==> src/rtl/bp_cpu_pkg.sv <==
package bp_cpu_pkg;

  localparam int PRIO_W = 8;
  localparam logic [PRIO_W-1:0] IDLE_PRIO = '1;

  // Zero every bit below the top nbits of a priority.
  function automatic logic [PRIO_W-1:0] keep_top(input logic [PRIO_W-1:0] p, input int nbits);
    logic [PRIO_W-1:0] m;
    m = {PRIO_W{1'b1}} << (PRIO_W - nbits);
    return p & m;
  endfunction

  // Raise a programmed split value to the implementation floor.
  function automatic logic [2:0] floor_bp(input logic [2:0] bp, input logic [2:0] lo);
    return (bp < lo) ? lo : bp;
  endfunction

  // Preemption part: drop the lowest cut bits.
  function automatic logic [PRIO_W-1:0] preempt_part(input logic [PRIO_W-1:0] p, input int cut);
    return keep_top(p, PRIO_W - cut);
  endfunction

endpackage

==> src/rtl/bp_prio_filter.sv <==
module bp_prio_filter
  import bp_cpu_pkg::*;
#(
  parameter int IMPL_BITS    = 4,
  parameter int BP_FLOOR     = 3,
  parameter int CUT_OFS      = 0,
  parameter bit SEVEN_BLOCKS = 1'b0
) (
  input  logic [PRIO_W-1:0] prio,
  input  logic [2:0]        bp,
  output logic [PRIO_W-1:0] impl,
  output logic [PRIO_W-1:0] field,
  output logic              blocked
);
  logic [2:0] bp_eff;

  always_comb begin
    bp_eff  = floor_bp(bp, 3'(BP_FLOOR));
    impl    = keep_top(prio, IMPL_BITS);
    field   = preempt_part(impl, int'(bp_eff) + CUT_OFS);
    blocked = SEVEN_BLOCKS && (bp == 3'd7);
  end
endmodule

==> src/rtl/bp_active_stack.sv <==
module bp_active_stack #(
  parameter int DEPTH = 4,
  parameter int W     = 8
) (
  input  logic                         clk,
  input  logic                         rst_n,
  input  logic                         push,
  input  logic                         pop,
  input  logic [W-1:0]                 din,
  output logic [W-1:0]                 top,
  output logic [$clog2(DEPTH+1)-1:0]   count,
  output logic                         full,
  output logic                         empty
);
  localparam int CW = $clog2(DEPTH + 1);
  localparam int AW = (DEPTH > 1) ? $clog2(DEPTH) : 1;

  logic [W-1:0]  mem [DEPTH];
  logic [CW-1:0] cnt_q;

  assign count = cnt_q;
  assign full  = (cnt_q == CW'(DEPTH));
  assign empty = (cnt_q == '0);
  assign top   = empty ? '1 : mem[AW'(cnt_q - 1'b1)];

  always_ff @(posedge clk or negedge rst_n) begin
    if (!rst_n) begin
      cnt_q <= '0;
      for (int i = 0; i < DEPTH; i++) mem[i] <= '1;
    end else if (pop && !empty) begin
      cnt_q <= cnt_q - 1'b1;
    end else if (push && !full) begin
      mem[AW'(cnt_q)] <= din;
      cnt_q           <= cnt_q + 1'b1;
    end
  end
endmodule

==> src/rtl/bp_cpu_iface.sv <==
module bp_cpu_iface
  import bp_cpu_pkg::*;
#(
  parameter int ID_W        = 10,
  parameter int PRIO_BITS_B = 4,
  parameter int MIN_BP      = 2,
  parameter int DEPTH       = 4
) (
  input  logic            clk,
  input  logic            rst_n,
  input  logic            cand_valid,
  input  logic [ID_W-1:0] cand_id,
  input  logic [7:0]      cand_prio,
  input  logic            cand_grp,
  input  logic [7:0]      prio_mask,
  input  logic [2:0]      bp_a,
  input  logic [2:0]      bp_b,
  input  logic            ack,
  input  logic            eoi,
  output logic            fiq_o,
  output logic            irq_o,
  output logic [ID_W-1:0] ack_id,
  output logic [7:0]      run_prio,
  output logic            err_o
);
  localparam int CW = $clog2(DEPTH + 1);
  localparam logic [ID_W-1:0] SPUR_ID = '1;

  logic [2:0]        bp_g    [2];
  logic [PRIO_W-1:0] impl_g  [2];
  logic [PRIO_W-1:0] field_g [2];
  logic              block_g [2];

  assign bp_g[0] = bp_a;
  assign bp_g[1] = bp_b;

  for (genvar g = 0; g < 2; g++) begin : g_grp
    bp_prio_filter #(
      .IMPL_BITS    ((g == 0) ? PRIO_BITS_B + 1 : PRIO_BITS_B),
      .BP_FLOOR     ((g == 0) ? MIN_BP : MIN_BP + 1),
      .CUT_OFS      ((g == 0) ? 1 : 0),
      .SEVEN_BLOCKS (g == 0)
    ) u_filt (
      .prio    (cand_prio),
      .bp      (bp_g[g]),
      .impl    (impl_g[g]),
      .field   (field_g[g]),
      .blocked (block_g[g])
    );
  end

  // Named internal events for the checker.
  logic [PRIO_W-1:0] sel_impl, sel_field;
  logic              sel_block, below_mask, may_preempt, pending;
  logic              ack_live, grant, refuse, pop, full, empty;
  logic [CW-1:0]     depth;
  logic              err_q;

  always_comb begin
    sel_impl    = impl_g[cand_grp];
    sel_field   = field_g[cand_grp];
    sel_block   = block_g[cand_grp];
    below_mask  = sel_impl < prio_mask;
    may_preempt = empty || (!sel_block && (sel_field < run_prio));
    pending     = cand_valid && below_mask && may_preempt;
    ack_live    = ack && !eoi;
    grant       = ack_live && pending && !full;
    refuse      = ack_live && pending && full;
    pop         = eoi && !empty;
  end

  assign fiq_o  = pending && !cand_grp;
  assign irq_o  = pending &&  cand_grp;
  assign ack_id = grant ? cand_id : SPUR_ID;
  assign err_o  = err_q;

  bp_active_stack #(.DEPTH(DEPTH), .W(PRIO_W)) u_stack (
    .clk   (clk),
    .rst_n (rst_n),
    .push  (grant),
    .pop   (pop),
    .din   (sel_field),
    .top   (run_prio),
    .count (depth),
    .full  (full),
    .empty (empty)
  );

  always_ff @(posedge clk or negedge rst_n) begin
    if (!rst_n) err_q <= 1'b0;
    else        err_q <= refuse;
  end
endmodule

==> config.mk <==
export PLATFORM = sky130hd
export DESIGN_NAME = bp_cpu_iface
export DESIGN_NICKNAME = d
export VERILOG_FILES = /design/src/rtl/bp_cpu_pkg.sv /design/src/rtl/bp_prio_filter.sv /design/src/rtl/bp_active_stack.sv /design/src/rtl/bp_cpu_iface.sv
export SDC_FILE = /design/constraint.sdc
export NUM_CORES = 1
export LEC_CHECK = 0
export ABC_CLOCK_PERIOD_IN_PS = 10500
export BUFFER_PORTS_ARGS = -buffer_cell sky130_fd_sc_hd__buf_4
export CORE_AREA = 2 2 63 65
export CTS_CLUSTER_SIZE = 25
export DETAILED_ROUTE_END_ITERATION = 8
export DIE_AREA = 0 0 65 67
export PLACE_DENSITY = 0.83
export SYNTH_ARGS = -nofsm -noshare
export SYNTH_HDL_FRONTEND = slang
export SYNTH_SLANG_ARGS = --single-unit
==> constraint.sdc <==
create_clock -name clk -period 10.5 [get_ports clk]
set_input_delay 2.1 -clock clk [delete_from_list [all_inputs] [get_ports clk]]
set_output_delay 2.1 -clock clk [all_outputs]
set_load 0.02 [all_outputs]
======== After elaboration in Yosys (flattened, before gate mapping) ========
Index checks and enable logic that the tools add are counted.
storage, ports and cells
  bits in registers ....................... 36
  bits of input ports ..................... 38
  output and inout bits ................... 21
  logic and storage cells ................. 74
cells by class
  $add $sub $neg .......................... 7
  $lt $le $gt $ge ......................... 8
  equal/unequal tests ..................... 2
  shifts and indexed selects .............. 2
  muxes and demuxes ....................... 21
  bitwise operators ....................... 6
  reduce and logical (&&, ||, !) cells .... 22
operators by type and width
  kind                                                                   count
  5-bit by 32-bit subtractor with 32-bit output (first input constant)   3
  8-bit 2-to-1 mux                                                       9
  8-bit by 32-bit << shifter with 8-bit output (first input constant)    2
  32-bit bitwise mux                                                     1
  8-bit bitwise AND                                                      2
  8-bit binary-select mux with 2-bit select                              1
  8-bit demux with 2-bit select                                          1
  8-bit < comparator                                                     2
  1-bit logical AND                                                      13
  3-bit 2-to-1 mux                                                       4
  10-bit 2-to-1 mux                                                      1
  3-bit == test (second input constant)                                  2
  3-bit >= comparator (second input constant)                            2
  3-bit by 2-bit < comparator with 1-bit output (second input constant)  2
  2-bit inverter with 3-bit output                                       2
  1-bit zero test                                                        5
  4-bit by 3-bit subtractor with 5-bit output (first input constant)     1
  3-bit by 1-bit adder with 4-bit output (second input constant)         1
  4-bit 2-to-1 mux                                                       1
  3-bit by 1-bit adder with 3-bit output (second input constant)         1
  3-bit zero test                                                        1
  3-bit by 1-bit < comparator with 1-bit output (second input constant)  1
  1-bit 2-to-1 mux                                                       3
  3-bit by 1-bit subtractor with 3-bit output (second input constant)    1
  other kinds (6)                                                        6

======== Longest topological paths before layout ========
  word-level depth ........................ 19
  gate-level depth with buffers ........... 14

======== By module ========
Synthesis repeated with hierarchy kept, for this count alone.
unflattened totals
  cell total of the unflattened synthesis .. 261
  area total of the unflattened synthesis .. 2940.3 um2
by module, submodules not included
  module                            times used  cells each  area an instance (um2)
  bp_active_stack                   1           113         1796.7
  bp_cpu_iface                      1           102         800.8
  bp_prio_filter (g_grp[1].u_filt)  1           26          197.7
  bp_prio_filter (g_grp[0].u_filt)  1           20          145.1

======== Least setup slack after synthesis ========
Ideal clock, no wire load.
  path kind ............................... input to output
  start ................................... in bp_b[2]
  end ..................................... out ack_id[1]
  data arrival time ....................... 4.621 ns
  setup slack ............................. 3.779 ns
  stages on the path ...................... 10
  buffers on the path ..................... 1
  cells stage by stage .................... nor2b_1 -> ha_1 -> o31ai_1 -> a31oi_1 -> ha_1 -> a21oi_1 -> o2111ai_1 -> a2111o_1 -> clkbuf_2 -> or3_1
between the ends
  longest elaborated chain between the ends .. 16
ends and longest elaborated chain
  item                                                     line                text
  from (decl)                                              bp_cpu_iface.sv:17  input logic [2:0] bp_b,
  3-bit by 2-bit < comparator with 1-bit output            bp_cpu_pkg.sv:15    return (bp < lo) ? lo : bp;
  3-bit 2-to-1 mux (*)                                     bp_cpu_pkg.sv:15
  4-bit by 3-bit subtractor with 5-bit output (*)          bp_cpu_pkg.sv:20    return keep_top(p, PRIO_W - cut);
  5-bit by 32-bit subtractor with 32-bit output (*)        bp_cpu_pkg.sv:9     m = {PRIO_W{1'b1}} << (PRIO_W - nbits);
  8-bit by 32-bit << shifter with 8-bit output (*)         bp_cpu_pkg.sv:9
  8-bit bitwise AND (*)                                    bp_cpu_pkg.sv:10    return p & m;
  8-bit 2-to-1 mux (implied by the code) (*) (3 in a row)  bp_cpu_iface.sv:61  sel_field = field_g[cand_grp];
  named net sel_field[6]                                   bp_cpu_iface.sv:53  logic [PRIO_W-1:0] sel_impl, sel_field;
  8-bit < comparator (*)                                   bp_cpu_iface.sv:64  may_preempt = empty || (!sel_block && (sel_field < run_prio));
  1-bit logical AND (*)                                    bp_cpu_iface.sv:64
  1-bit logical OR (*)                                     bp_cpu_iface.sv:64
  1-bit logical AND (*)                                    bp_cpu_iface.sv:65  pending = cand_valid && below_mask && may_preempt;
  1-bit logical AND (*) (2 in a row)                       bp_cpu_iface.sv:67  grant = ack_live && pending && !full;
  10-bit 2-to-1 mux (*)                                    bp_cpu_iface.sv:74  assign ack_id = grant ? cand_id : SPUR_ID;
  to (decl)                                                bp_cpu_iface.sv:22  output logic [ID_W-1:0] ack_id,
The timed path passes the listed nets; every way through them passes the cells marked *. The select of a mux whose other input is x is not followed.

======== Worst setup path in the final report ========
  start ................................... in bp_b[2]
  end ..................................... out ack_id[9]
The elaborated chain is that of the path after synthesis.

==> flow_metrics.py <==
metrics = {
    "route": {
        "drc": 0,
        "routedWlPerCell_um": 14.6,
        "vias": 1537,
        "drt_pre_antenna_iters": 4,
        "ant_nets": 0,
        "dr.first_iter.drc_count": 86,
        "vias_per_cell": 5.41,
        "totalWireLength_um": 4140,
    },
    "critical_path": {
        "end_kind": "output pin",
        "worst_ep_required_time_ps": 8400,
        "regToRegStartpoint": "u_stack.count[0]",
        "cp.depth": 11,
        "critPathKind": "input pin to output pin",
        "cp-start-kind": "input pin",
        "crit_slowest_cell": "a2111o_1",
        "crit_end": "ack_id[9]",
        "cp_cell_sequence": "buf_4 > nor2b_1 > ha_1 > o31ai_1 > a31oi_1 > ha_1 > a21oi_1 > o2111ai_1 > a2111o_1 > or3_2 > buf_4",
        "critPathArrivalTime_ps": 5090,
        "rr_worst_depth": 11,
        "reg2reg_to": "u_stack.mem[3]",
        "slowest_delay_ps": 640,
        "cp_top_family": "compound AO/OA/AOI/OAI gates",
        "startpoint": "bp_b[2]",
        "path_buf_inv": 2,
        "r2r_slack_ps": 6360,
        "crit_fanout": 15,
    },
    "finish": {
        "instances_no_fill": 284,
        "fin_area_um2": 2450,
        "drive_gt1_frac": 0.500,
        "post-route-util": 0.680,
        "n_antenna_cell": 0,
        "nets": 291,
        "areaGrowthSynthToFinish_pct": 25.3,
        "fillCellCount": 301,
    },
    "timing": {
        "fin_crit_sh": 0.685,
        "fin_crit_ps": 7190,
        "clock_skew_ps": 3.22,
        "timing.setup.tns_ps": 0,
        "rsz0062_at_grt": "false",
        "whs_ps": 496,
        "relSlewSlack": 0.593,
        "finalHoldViolations": 0,
        "fmax_ghz": 0.139,
        "setup_violations": 0,
        "slew_viol_final": 0,
        "worst_slew_pin_slew_ps": 609,
    },
    "synth": {
        "ys_seq_elements": 28,
        "synth_top_area_frac": 0.322,
        "yosysMostFrequentCell": "dfstp_2",
        "ys_warn_count": 0,
        "syn_inst": 185,
        "synth_common_cells": "dfstp_2, mux2_2, inv_1",
        "syn_area_um2": 1960,
        "yosysTopAreaCell": "dfstp_2",
        "yosysSeqAreaShare": 0.373,
        "syn-num-nets": 239,
        "synth_edf_count": 0,
        "ys_top_cells_by_area": "dfstp_2, mux2_2, ha_1",
        "synth_cell_type_count": 43,
        "synthArstFlopShare": 1.00,
        "synth_ff_type": "dfstp_2",
        "syn_avg_cell_area_um2": 10.6,
    },
    "floorplan": {
        "pin_count": 59,
        "die_h_um": 67,
        "row_count": 22,
        "coreArea_um2": 3610,
        "initial_core_util": 0.543,
        "die_x_um": 65,
        "dieArea_um2": 4360,
    },
    "outcome": {
        "status": "finished clean",
    },
    "grt": {
        "top_usage_layer": "met2",
        "use_met3": 0.0439,
        "grt_pass1_vias": 1481,
        "grtUsageTotal": 0.203,
        "grt_pass1_wl_um": 6800,
        "grt_overflow": 0,
        "met2_usage": 0.358,
        "antenna_found_initial": 0,
        "met1_usage": 0.254,
        "grt_start_max_net_pins": 29,
    },
    "clock_tree": {
        "cts.reportedPaths.clkPinSlew_ps": 90,
        "cts_tree": "built",
        "cts_buffers": 3,
        "cts_root_buf": "clkbuf_8",
        "clkLatencyLatePin_ps": 270,
        "ctsHoldBuffers": 0,
        "cts.sinks": 28,
        "cts_htree_levels": 1,
        "clockBufferDepth": 2,
        "cts_setup_buffers": 0,
        "cts-resized-gates": 0,
    },
    "pwr": {
        "powerDensity_nw_per_um2": 230,
        "ir_drop_v": 0.000107,
        "p_leak_nw": 1.15,
    },
    "min_path": {
        "min_from": "u_stack.mem[18]",
        "hold_path_class": "register to register",
    },
    "placed_design": {
        "gp_congestion": 0.772,
        "port_buffers": 55,
        "dp_cells": 280,
        "placed_cell_area_um2": 2380,
        "hpwl_um": 3160,
    },
    "job": {
        "maxCapViolCount": 0,
    },
}
area by class of cell:
cell class	instances	area, µm²	share of cell area
clock buffers	3	41.3	0.0168
multi-input cells	131	1110	0.452
repair buffers	55	413	0.168
inverters	18	67.6	0.0276
well taps	48	60.1	0.0245
clock inverters	1	30.0	0.0123
flip-flops and latches	28	731	0.298
state kept, by name, indices dropped and copies added (netlist names):
register       count
u_stack.mem       24
err_o              1
u_stack.count      3
worst min path at each step:
stage	cells after the start	slack [ps]	to
6_report	1	500	u_stack.mem[18]
5_1_grt	1	510	u_stack.mem[18]
4_1_cts	1	500	u_stack.mem[18]
3_5_place_dp	1	480	u_stack.mem[18]
3_3_place_gp	1	480	u_stack.mem[18]
2_1_floorplan	1	470	u_stack.mem[18]
logic make-up (layout without fill, tap and decap cells):
group / Yosys count / after routing / share of synthesized area
compound gates: 24 / 24 / 0.0850
flops: 28 / 28 / 0.373
simple gates: 63 / 63 / 0.185
xor+xnor: 1 / 1 / 0.00448
buf+inv: 26 / 77 / 0.0601
mux: 27 / 27 / 0.189
fa+ha+maj: 16 / 16 / 0.102
worst reg2reg max path: cells and delay by family (launching register included):
family	cells	cell delay, ps
AOI/OAI and AO/OA	2	810
adders and majority gates	2	770
buffers and inverters	2	270
DFF	1	680
muxes	2	730
and+or+nand+nor	3	810
per-stage QoR:
step,setup WS (ps),power [mW]
2_1_floorplan,3780,0.396
3_5_place_dp,3320,0.482
4_1_cts,3310,0.567
6_report,3310,0.565
3_3_place_gp,3320,0.473
5_1_grt,3060,0.607
metal layers:
metal / up-vias / wire length, µm
li1: 759 / -
met1: 718 / 1800
met2: 58 / 1950
met3: 2 / 374
met4: 0 / 19
met5: - / 0
power breakdown:
group	internal [mW]	switching (mW)	total, mW
Combinational	0.140	0.157	0.296
Clock	0.0510	0.0329	0.0839
Sequential	0.158	0.0268	0.184
Total	0.349	0.216	0.565
layout by cell type (no fill, tap or decap), types with 3 or more instances in the layout:
| master | count |
|---|---|
| nand2_1 | 11 |
| buf_4 | 55 |
| nand3_1 | 5 |
| ha_1 | 16 |
| nor2b_1 | 5 |
| mux2_2 | 20 |
| or3_1 | 8 |
| dfrtp_1 | 4 |
| clkbuf_8 | 3 |
| inv_1 | 18 |
| nand2b_1 | 3 |
| dfstp_2 | 24 |
| a21oi_1 | 6 |
| and2_1 | 4 |
| nor2_1 | 9 |
| o21ai_0 | 6 |
| nor3_1 | 3 |
| mux4_2 | 6 |
(Power assumes the default switching activity.)
